--- src/rtl/wdog_pkg.sv ---
package wdog_pkg;
    localparam int SRC_W   = 2;
    localparam int CAUSE_W = 3;

    localparam logic [1:0] ADDR_TMO  = 2'd0;
    localparam logic [1:0] ADDR_WIN  = 2'd1;
    localparam logic [1:0] ADDR_CTRL = 2'd2;
    localparam logic [1:0] ADDR_KEY  = 2'd3;

    localparam int CAUSE_EARLY = 0;
    localparam int CAUSE_KEY   = 1;
    localparam int CAUSE_TMO   = 2;
endpackage

--- src/rtl/wdog_tick_sel.sv ---
module wdog_tick_sel #(
    parameter int N_SRC = 3,
    parameter int SEL_W = 2
) (
    input  logic [N_SRC-1:0] tick_in,
    input  logic [SEL_W-1:0] sel,
    output logic             tick_o
);
    logic [N_SRC-1:0] hit;

    genvar g;
    generate
        for (g = 0; g < N_SRC; g++) begin : g_src
            if (g == 0) begin : g_dflt
                assign hit[g] = tick_in[g] && ((int'(sel) == 0) || (int'(sel) >= N_SRC));
            end else begin : g_pick
                assign hit[g] = tick_in[g] && (int'(sel) == g);
            end
        end
    endgenerate

    assign tick_o = |hit;

    // never more than one source may be routed through
    always_comb begin
        p_single_src_r5: assert ($onehot0(hit));
    end
endmodule

--- src/rtl/wdog_cfg.sv ---
module wdog_cfg
    import wdog_pkg::*;
#(
    parameter int CNT_W = 32
) (
    input  logic             clk,
    input  logic             rst_n,
    input  logic             wr_en,
    input  logic [1:0]       wr_addr,
    input  logic [CNT_W-1:0] wr_data,
    output logic [CNT_W-1:0] tmo_o,
    output logic [CNT_W-1:0] win_o,
    output logic [SRC_W-1:0] src_o,
    output logic             locked_o,
    output logic             start_o
);
    typedef struct packed {
        logic [CNT_W-1:0] tmo;
        logic [CNT_W-1:0] win;
        logic [SRC_W-1:0] src;
        logic             locked;
    } cfg_t;

    cfg_t cfg_d, cfg_q;
    logic start_d;

    always_comb begin
        cfg_d   = cfg_q;
        start_d = 1'b0;
        if (wr_en && !cfg_q.locked) begin
            unique case (wr_addr)
                ADDR_TMO:  cfg_d.tmo = wr_data;
                ADDR_WIN:  cfg_d.win = wr_data;
                ADDR_CTRL: begin
                    cfg_d.src    = wr_data[SRC_W-1:0];
                    cfg_d.locked = 1'b1;
                    start_d      = 1'b1;
                end
                default: ;
            endcase
        end
    end

    always_ff @(posedge clk or negedge rst_n) begin
        if (!rst_n) cfg_q <= '0;
        else        cfg_q <= cfg_d;
    end

    assign tmo_o    = cfg_q.tmo;
    assign win_o    = cfg_q.win;
    assign src_o    = cfg_q.src;
    assign locked_o = cfg_q.locked;
    assign start_o  = start_d;

    p_lock_on_ctrl_r3: assert property (@(posedge clk) disable iff (!rst_n)
        (wr_en && wr_addr == ADDR_CTRL) |=> locked_o);

    p_cfg_frozen_r4: assert property (@(posedge clk) disable iff (!rst_n)
        locked_o |=> (locked_o && $stable(tmo_o) && $stable(win_o) && $stable(src_o)));
endmodule

--- src/rtl/wdog_core.sv ---
module wdog_core
    import wdog_pkg::*;
#(
    parameter int               CNT_W = 32,
    parameter logic [CNT_W-1:0] KEY_A = 32'hC3D2_E1F0,
    parameter logic [CNT_W-1:0] KEY_B = 32'h3C2D_1E0F
) (
    input  logic               clk,
    input  logic               rst_n,
    input  logic               start,
    input  logic               tick,
    input  logic               key_wr,
    input  logic [CNT_W-1:0]   key_data,
    input  logic [CNT_W-1:0]   tmo,
    input  logic [CNT_W-1:0]   win,
    output logic [CNT_W-1:0]   count_o,
    output logic [CAUSE_W-1:0] cause_o
);
    typedef struct packed {
        logic [CNT_W-1:0]   count;
        logic               armed;
        logic               running;
        logic [CAUSE_W-1:0] cause;
    } core_t;

    core_t st_d, st_q;
    logic  faulted;

    assign faulted = |st_q.cause;

    always_comb begin
        st_d = st_q;
        if (!st_q.running) begin
            if (start) begin
                st_d.count   = tmo;
                st_d.running = 1'b1;
            end
        end else if (!faulted) begin
            if (key_wr) begin
                if (!st_q.armed) begin
                    if (key_data == KEY_A) st_d.armed = 1'b1;
                    else                   st_d.cause[CAUSE_KEY] = 1'b1;
                end else begin
                    st_d.armed = 1'b0;
                    if (key_data != KEY_B)     st_d.cause[CAUSE_KEY]   = 1'b1;
                    else if (st_q.count > win) st_d.cause[CAUSE_EARLY] = 1'b1;
                    else                       st_d.count = tmo;
                end
            end else if (tick) begin
                if (st_q.count <= CNT_W'(1)) begin
                    st_d.count            = '0;
                    st_d.cause[CAUSE_TMO] = 1'b1;
                end else begin
                    st_d.count = st_q.count - CNT_W'(1);
                end
            end
        end
    end

    always_ff @(posedge clk or negedge rst_n) begin
        if (!rst_n) st_q <= '0;
        else        st_q <= st_d;
    end

    assign count_o = st_q.count;
    assign cause_o = st_q.cause;

    p_idle_hold_r2: assert property (@(posedge clk) disable iff (!rst_n)
        (!st_q.running && !start) |=> (count_o == '0 && cause_o == '0));

    p_start_load_r3: assert property (@(posedge clk) disable iff (!rst_n)
        (!st_q.running && start) |=> (count_o == $past(tmo)));

    p_cause_sticky_r10: assert property (@(posedge clk) disable iff (!rst_n)
        faulted |=> (cause_o == $past(cause_o) && $stable(count_o)));

    p_single_cause_r10: assert property (@(posedge clk) disable iff (!rst_n)
        $onehot0(cause_o));

    p_timeout_zero_r9: assert property (@(posedge clk) disable iff (!rst_n)
        $rose(cause_o[CAUSE_TMO]) |-> (count_o == '0));
endmodule

--- src/rtl/wdog_window_lock.sv ---
module wdog_window_lock
    import wdog_pkg::*;
#(
    parameter int          CNT_W = 32,
    parameter logic [31:0] KEY_A = 32'hC3D2_E1F0,
    parameter logic [31:0] KEY_B = 32'h3C2D_1E0F
) (
    input  logic               clk,
    input  logic               rst_n,
    input  logic               tick_fast,
    input  logic               tick_slow,
    input  logic               tick_main,
    input  logic               wr_en,
    input  logic [1:0]         wr_addr,
    input  logic [CNT_W-1:0]   wr_data,
    input  logic [1:0]         rd_addr,
    output logic [CNT_W-1:0]   rd_data,
    output logic               rst_req,
    output logic [CAUSE_W-1:0] fault_cause
);
    localparam int N_SRC = 3;

    logic [CNT_W-1:0]   tmo, win, count;
    logic [SRC_W-1:0]   src;
    logic               locked, start, tick, key_wr;
    logic [CAUSE_W-1:0] cause;

    assign key_wr = wr_en && (wr_addr == ADDR_KEY);

    wdog_cfg #(.CNT_W(CNT_W)) i_cfg (
        .clk      (clk),
        .rst_n    (rst_n),
        .wr_en    (wr_en),
        .wr_addr  (wr_addr),
        .wr_data  (wr_data),
        .tmo_o    (tmo),
        .win_o    (win),
        .src_o    (src),
        .locked_o (locked),
        .start_o  (start)
    );

    wdog_tick_sel #(.N_SRC(N_SRC), .SEL_W(SRC_W)) i_tick (
        .tick_in ({tick_main, tick_slow, tick_fast}),
        .sel     (src),
        .tick_o  (tick)
    );

    wdog_core #(.CNT_W(CNT_W), .KEY_A(CNT_W'(KEY_A)), .KEY_B(CNT_W'(KEY_B))) i_core (
        .clk      (clk),
        .rst_n    (rst_n),
        .start    (start),
        .tick     (tick),
        .key_wr   (key_wr),
        .key_data (wr_data),
        .tmo      (tmo),
        .win      (win),
        .count_o  (count),
        .cause_o  (cause)
    );

    always_comb begin
        rd_data = '0;
        unique case (rd_addr)
            ADDR_TMO:  rd_data = tmo;
            ADDR_WIN:  rd_data = win;
            ADDR_CTRL: begin
                rd_data[SRC_W-1:0]               = src;
                rd_data[SRC_W]                   = locked;
                rd_data[SRC_W+CAUSE_W:SRC_W+1]   = cause;
            end
            default:   rd_data = count;
        endcase
    end

    assign rst_req     = |cause;
    assign fault_cause = cause;

    p_req_needs_lock_r2: assert property (@(posedge clk) disable iff (!rst_n)
        rst_req |-> locked);
endmodule

--- config.mk ---
export PLATFORM = sky130hd
export DESIGN_NAME = wdog_window_lock
export DESIGN_NICKNAME = d
export VERILOG_FILES = /design/src/rtl/wdog_pkg.sv /design/src/rtl/wdog_tick_sel.sv /design/src/rtl/wdog_cfg.sv /design/src/rtl/wdog_core.sv /design/src/rtl/wdog_window_lock.sv
export SDC_FILE = /design/constraint.sdc
export NUM_CORES = 1
export LEC_CHECK = 0
export CAP_MARGIN = 30
export CORE_MARGIN = 3
export CORE_UTILIZATION = 51
export DETAILED_ROUTE_END_ITERATION = 10
export PLACE_DENSITY = 0.77
export SYNTH_ARGS = -nofsm -noshare
export SYNTH_HDL_FRONTEND = slang
export SYNTH_SLANG_ARGS = --single-unit
--- constraint.sdc ---
create_clock -name clk -period 2.6 [get_ports clk]
set_clock_uncertainty 0.2 [all_clocks]
set_input_delay 0.26 -clock clk [delete_from_list [all_inputs] [get_ports clk]]
set_output_delay 0.26 -clock clk [all_outputs]
set_load 0.01 [all_outputs]
==> After elaboration in Yosys (flattened, before gate mapping) <==
Index checks and enable logic that the tools add are counted.
{ "word_totals": {"output_inout_bits": 36, "memories": 0, "inputBits": 42, "wordCells": 75, "register_bits": 104, "latchBits": 0, "romBits": 0, "mem_bits_rw": 0} }
{ "classes": {"bitwise_logic": 3, "mux": 21, "order_cmp": 3, "n_reduce_logical": 21, "n_mul": 0, "div_mod_pow": 0, "shifts": 0, "eq_ne": 16, "add_sub_neg": 1} }
{ "op_table": {"columns": ["cell", "n"], "rows": [
  ["$mux 32", 8],
  ["$pmux 26 s3", 1],
  ["$mux 33", 1],
  ["$eq 32x32->1 const B", 1],
  ["$gt 32x32->1", 1],
  ["$le 32x1->1 const B", 1],
  ["$ne 32x30->1 const B", 1],
  ["$sub 32x1->32 const B", 1],
  ["$pmux 6 s3", 1],
  ["$reduce_and 6->1", 2],
  ["$eq 2x2->1 const B", 5],
  ["$mux 1", 10],
  ["$reduce_and 5->1", 2],
  ["$ne 3x3->1 const B", 3],
  ["$logic_not 2->1", 3],
  ["$reduce_and 2->1", 3],
  ["$reduce_or 3->1", 2],
  ["$logic_and 1x1->1", 5],
  ["$eq 2x1->1 const B", 2],
  ["$ne 2x2->1 const B", 2],
  ["$ne 3x1->1 const B", 1],
  ["$not 1->1", 3],
  ["$reduce_and 3->1", 1],
  ["$ge 2x2->1 const B", 1],
  ["4 further kinds", 4]
]} }

==> Logic depth before layout (Yosys ltp) <==
{ "logic_depth": {"word_depth": 8, "mapped_depth": 10, "depth_no_buf": 9} }

==> Modules after synthesis <==
Synthesis repeated with hierarchy kept, for this count alone.
{ "hier_totals": {"cells_unflattened": 663, "hier_area_um2": 7018.0} }
{ "modules_own_cells": {"columns": ["module", "cells_per_inst", "area_per_inst_um2", "n_inst"], "rows": [
  ["wdog_core", 440, 3534.6, 1],
  ["wdog_cfg", 145, 2692.6, 1],
  ["wdog_window_lock", 72, 744.5, 1],
  ["wdog_tick_sel", 6, 46.3, 1]
]} }

==> Worst setup path before layout <==
No wires, ideal clock.
{ "synth_timing": {"path_type": "flip-flop to flip-flop", "from": "register i_core.st_q, in the netlist i_core.count_o[10]", "to": "register i_core.st_q, in the netlist i_core.count_o[8]", "slack_ps": -191, "t_required_ps": 2262, "arrival_ps": 2453, "setup_time_ps": 138, "synth_period_minus_slack_ps": 2791, "stages_incl_launch_ff": 10, "path_buffers": 2, "path_cell_list": "dfrtp_1 > or4_4 > or4_4 > nor4_4 > or2_1 > buf_4 > buf_6 > a21oi_1 > o21ai_1 > o22ai_1"} }
{ "synth_via": {"elab_chain_len": 6, "word_cells_on_any_way": 9, "cone_classes": "order compare (2); eq/ne (1); mux (5); reduce/logical (1)"} }
{ "synth_rtl": {"columns": ["element", "line_no", "text"], "rows": [
  ["from (decl)", "wdog_core.sv:26", "core_t st_d, st_q;"],
  ["from (signal assigned)", "wdog_core.sv:62", "else st_q <= st_d;"],
  ["$le 32x1->1", "wdog_core.sv:50", "if (st_q.count <= CNT_W'(1)) begin"],
  ["$mux 32", "wdog_core.sv:50", null],
  ["$mux 32", "wdog_core.sv:49", "end else if (tick) begin"],
  ["$mux 32", "wdog_core.sv:39", "if (key_wr) begin"],
  ["$mux 33", "wdog_core.sv:38", "end else if (!faulted) begin"],
  ["$mux 32", "wdog_core.sv:33", "if (!st_q.running) begin"]
]} }
Several ways; a longest one is shown, not always the timed one. The select of a mux whose other input is x is not followed.
A chain may end at the register's enable or synchronous reset.

==> Final worst setup path <==
{ "layout_timing": {"from": "register i_core.st_q, in the netlist i_core.count_o[10]", "to": "register i_core.st_q, in the netlist i_core.count_o[13]"} }
{ "layout_via": {"elab_chain_len": 6, "word_cells_on_any_way": 10, "cone_classes": "add/sub (1); order compare (2); eq/ne (1); mux (5); reduce/logical (1)"} }
{ "layout_rtl": {"columns": ["element", "line_no"], "rows": [
  ["$sub 32x1->32 or $le 32x1->1 (tied branches)", "wdog_core.sv:54, wdog_core.sv:50"],
  ["$mux 32", "wdog_core.sv:50"],
  ["$mux 32", "wdog_core.sv:49"],
  ["$mux 32", "wdog_core.sv:39"],
  ["$mux 33", "wdog_core.sv:38"],
  ["$mux 32", "wdog_core.sv:33"]
]} }
Several ways; a longest one is shown, not always the timed one. The select of a mux whose other input is x is not followed.

==> out/qor.yml <==
run_status:
  outcome: "finished, violations left"
  violations: "negative setup slack"
synth:
  ys_warn_count: 0
  synthMuxAreaShare: 0.1230
  syn_avg_cell_area_um2: 9.167
  netlist-cell-type-count: 52
  ys_seq_elements: 104
  synth-async-reset-ratio: 1.000
  synth.area.top_cells: "dfrtp_1, ha_1, mux2_2, o21ai_0, nand2_1"
  synthSimpleGateAreaFrac: 0.1601
  syn_area_mm2: 0.006399
  yosysSeqAreaShare: 0.4067
  synth_top_family_by_area: "compound AO/OA/AOI/OAI gates"
  synth_xor_area_frac: 0
  synth_ff_type: "dfrtp_1"
  yosys.area.top_type: "dfrtp_1"
  synthAdderAreaFrac: 0.07039
  synth_cells: 698
  synth_edf_count: 0
  synth_top_area_frac: 0.4067
  synth_compound_area_frac: 0.1848
  syn-num-nets: 776
pwr:
  combinationalPowerShare: 0.536
  switching_share: 0.3995
  internal_power_mw: 5.301
  total_power_mw: 8.828
  p_clk_frac: 0.178
  vdd_drop_max_mv: 0.6468
  p_sw_mw: 3.527
  power_leakage_nw: 4.045
  seqPwrFrac: 0.286
  p_per_area_mw_per_mm2: 965.9
cells_and_area:
  n_antenna_cell: 0
  regArea_mm2: 0.002603
  utilization: 0.7515
  syn_to_final_growth_pct: 42.84
  drive_gt1_frac: 0.2946
  nets: 969
  fillCellCount: 814
  multiInputGateArea_mm2: 0.003810
hold_path:
  worstHoldPathType: "input port to flip-flop"
sta:
  worst_pin_slew_ns: 0.8251
  setup_ws_ns: -0.2907
  rsz0062_at_grt: "true"
  period_share: 1.112
  fin_tns_setup_ns: -5.504
  hold_violations: 0
  final.min_clock_period_ns: 2.891
  fmax_mhz: 345.9
  finalSetupViolCount: 32
  slew_headroom: 0.4499
  drv_slew: 0
  timing.hold.ws_ns: 0.05505
global_route:
  use_met3: 0.07593
  grt-ovfl-total: 0
  grt_max_degree: 63
  grt_use_met2: 0.5102
  antenna_found_initial: 0
  grt_pass1_wl_um: 35010
  grt_pass1_vias: 6814
  gr-usage-all-layers: 0.3116
  grt_busiest_layer: "met2"
  met1_usage: 0.3900
detailed_routing:
  via_per_inst: 6.333
  drt_iter0_drc: 718
  antenna_left: 0
  drtPass1Iterations: 5
  wire_per_inst_um: 21.04
  drt-total-wl_um: 22390
  vias: 6738
  drc: 0
cts:
  ctsLongestPathBuffers: 2
  clock-sinks: 104
  clk-insertion-delay-late_ns: 0.36
  cts_tree: "yes"
  cts.clk_slew.worst_paths_ns: 0.07
  h-tree-depth: 3
  cts_buffers: 9
  clockRootBuffer: "clkbuf_16"
floorplanning:
  ioPinCount: 78
  initial_utilization: 0.5261
  core_mm2: 0.01216
  dieWidth_um: 118.0
  dieArea_mm2: 0.01393
  fp-row-count: 40
  die_h_um: 118.0
worst_setup_path:
  worstSetupEndpointType: "flip-flop"
  critical_path_class: "flip-flop to flip-flop"
  critical_path_required_ns: 2.63
  worstPathArrival_ns: 2.92
  start_kind: "flip-flop"
  critPathMaxFanout: 10
place:
  io_buffers: 77
  dp_hpwl_um: 15180
  place_ws_ns: -0.6394
  place.gp.congestion: 0.9825
run:
  cap_violations: 0
==> synthesized netlist by cell type (all sizes together), types with 2 or more instances <==
master and number:
nor4b 4, a21oi 39, or3 4, o21a 2, o21ai 92, nor4 17, a32oi 11, mux4 6
or2 5, a2bb2oi 5, inv 46, nand4 11, o21bai 2, ha 36, nand2b 2, a22oi 8
nor3b 2, nor2 40, nor2b 2, or4 4, buf 10, clkbuf 29, dfrtp 104, nand3b 2
o2bb2ai 3, nand4b 5, nand3 4, and2 3, mux2i 28, nand2 79, o32ai 2, nor3 16
o22ai 27, a31oi 5, mux2 33
==> flip-flops by register name, indices dropped and copies added (netlist names) <==
signal          cells
i_cfg.tmo_o        32
i_cfg.win_o        32
i_core.count_o     32
i_core.cause_o      3
i_cfg.src_o         2
i_core.st_q         2
i_cfg.locked_o      1
==> cells by family after synthesis <==
logic type,count (synthesis)
buf+inv,85
mux,67
simple gates,204
compound gates,202
flops,104
fa+ha+maj,36
==> repair_timing <==
item,CTS,global route
gates cloned,1,3
gates resized for setup,39,43
setup endpoints to repair,32,34
setup buffers,7,12
pin swaps,27,25
hold endpoints to repair,59,0
hold buffers,1,0
==> per-layer routing <==
| layer | vias to the layer above | part of all wire |
|---|---|---|
| met3 | 111 | 0.095 |
| met1 | 3233 | 0.38 |
| met4 | 0 | 0.050 |
| met2 | 439 | 0.48 |
| met5 | - | 0 |
| li1 | 2955 | - |
==> area by class of cell <==
type	instances	share of cell area
Clock buffer	10	0.02505
Sequential cell	104	0.2847
Tap cell	168	0.02300
Clock inverter	6	0.01177
Timing Repair Buffer	221	0.2197
Inverter	46	0.01889
Multi-Input combinational cell	509	0.4168
==> path summary, 6_finish.rpt <==
| path | end | slack [ns] | cells past startpoint | from |
|---|---|---|---|---|
| min in group asynchronous | i_core.st_q[3]$_DFF_PN0_ | 0.35 | 2 | rst_n |
| hold reg to reg | i_cfg.tmo_o[24]$_DFFE_PN0P_ | 0.35 | 1 | i_cfg.tmo_o[24]$_DFFE_PN0P_ |
| setup reg to reg | i_core.count_o[13]$_DFFE_PN0P_ | -0.29 | 9 | i_core.count_o[10]$_DFFE_PN0P_ |
| hold / removal | i_cfg.win_o[29]$_DFFE_PN0P_ | 0.06 | 4 | wr_data[29] |
| setup / recovery | i_core.count_o[13]$_DFFE_PN0P_ | -0.29 | 9 | i_core.count_o[10]$_DFFE_PN0P_ |
| max in group asynchronous | i_core.count_o[16]$_DFFE_PN0P_ | 1.14 | 3 | rst_n |
==> metrics by stage <==
stage | cell area, um2 | instances
final | 9140 | 1064
after global routing | 9140 | 1064
after CTS | 8811 | 1051
after detailed placement | 8225 | 1026
after global placement | 8225 | 1026
after floorplan | 6407 | 698
==> power by group through the flow <==
| stage | Combinational (mW) | Clock, mW | Sequential [mW] |
|---|---|---|---|
| CTS | 4.27 | 1.57 | 2.50 |
| floorplan | 2.20 | 0 | 2.49 |
| finish | 4.73 | 1.57 | 2.53 |
| detailed placement | 4.03 | 0 | 2.52 |
| global route | 5.10 | 1.64 | 2.57 |
| global placement | 3.85 | 0 | 2.49 |
==> worst max-delay path, stage by stage, from the launching register on <==
cell and delay (ns):
dfrtp_1 0.39, or4_4 0.54, or4_4 0.57, nor4_4 0.20, or2_4 0.21, buf_4 0.14
clkbuf_16 0.15, nor2_1 0.05, o21ai_1 0.18, o22ai_1 0.12
==> cells in the final DEF, fill, tap and decap left out, types with 7 or more instances in the layout <==
| cell type | n |
|---|---|
| mux2_2 | 33 |
| dfrtp_1 | 104 |
| clkbuf_16 | 10 |
| inv_1 | 45 |
| o21ai_0 | 68 |
| a21oi_2 | 9 |
| a21oi_1 | 30 |
| nor4_1 | 12 |
| buf_12 | 7 |
| clkdlybuf4s50_1 | 68 |
| nor3_1 | 13 |
| buf_6 | 8 |
| nor2_1 | 33 |
| o22ai_1 | 25 |
| buf_4 | 125 |
| o21ai_1 | 23 |
| ha_1 | 31 |
| a22oi_1 | 7 |
| nand4_1 | 11 |
| nand2_1 | 78 |
| mux2i_1 | 28 |
Note: power is estimated with default switching activity, not from simulation.
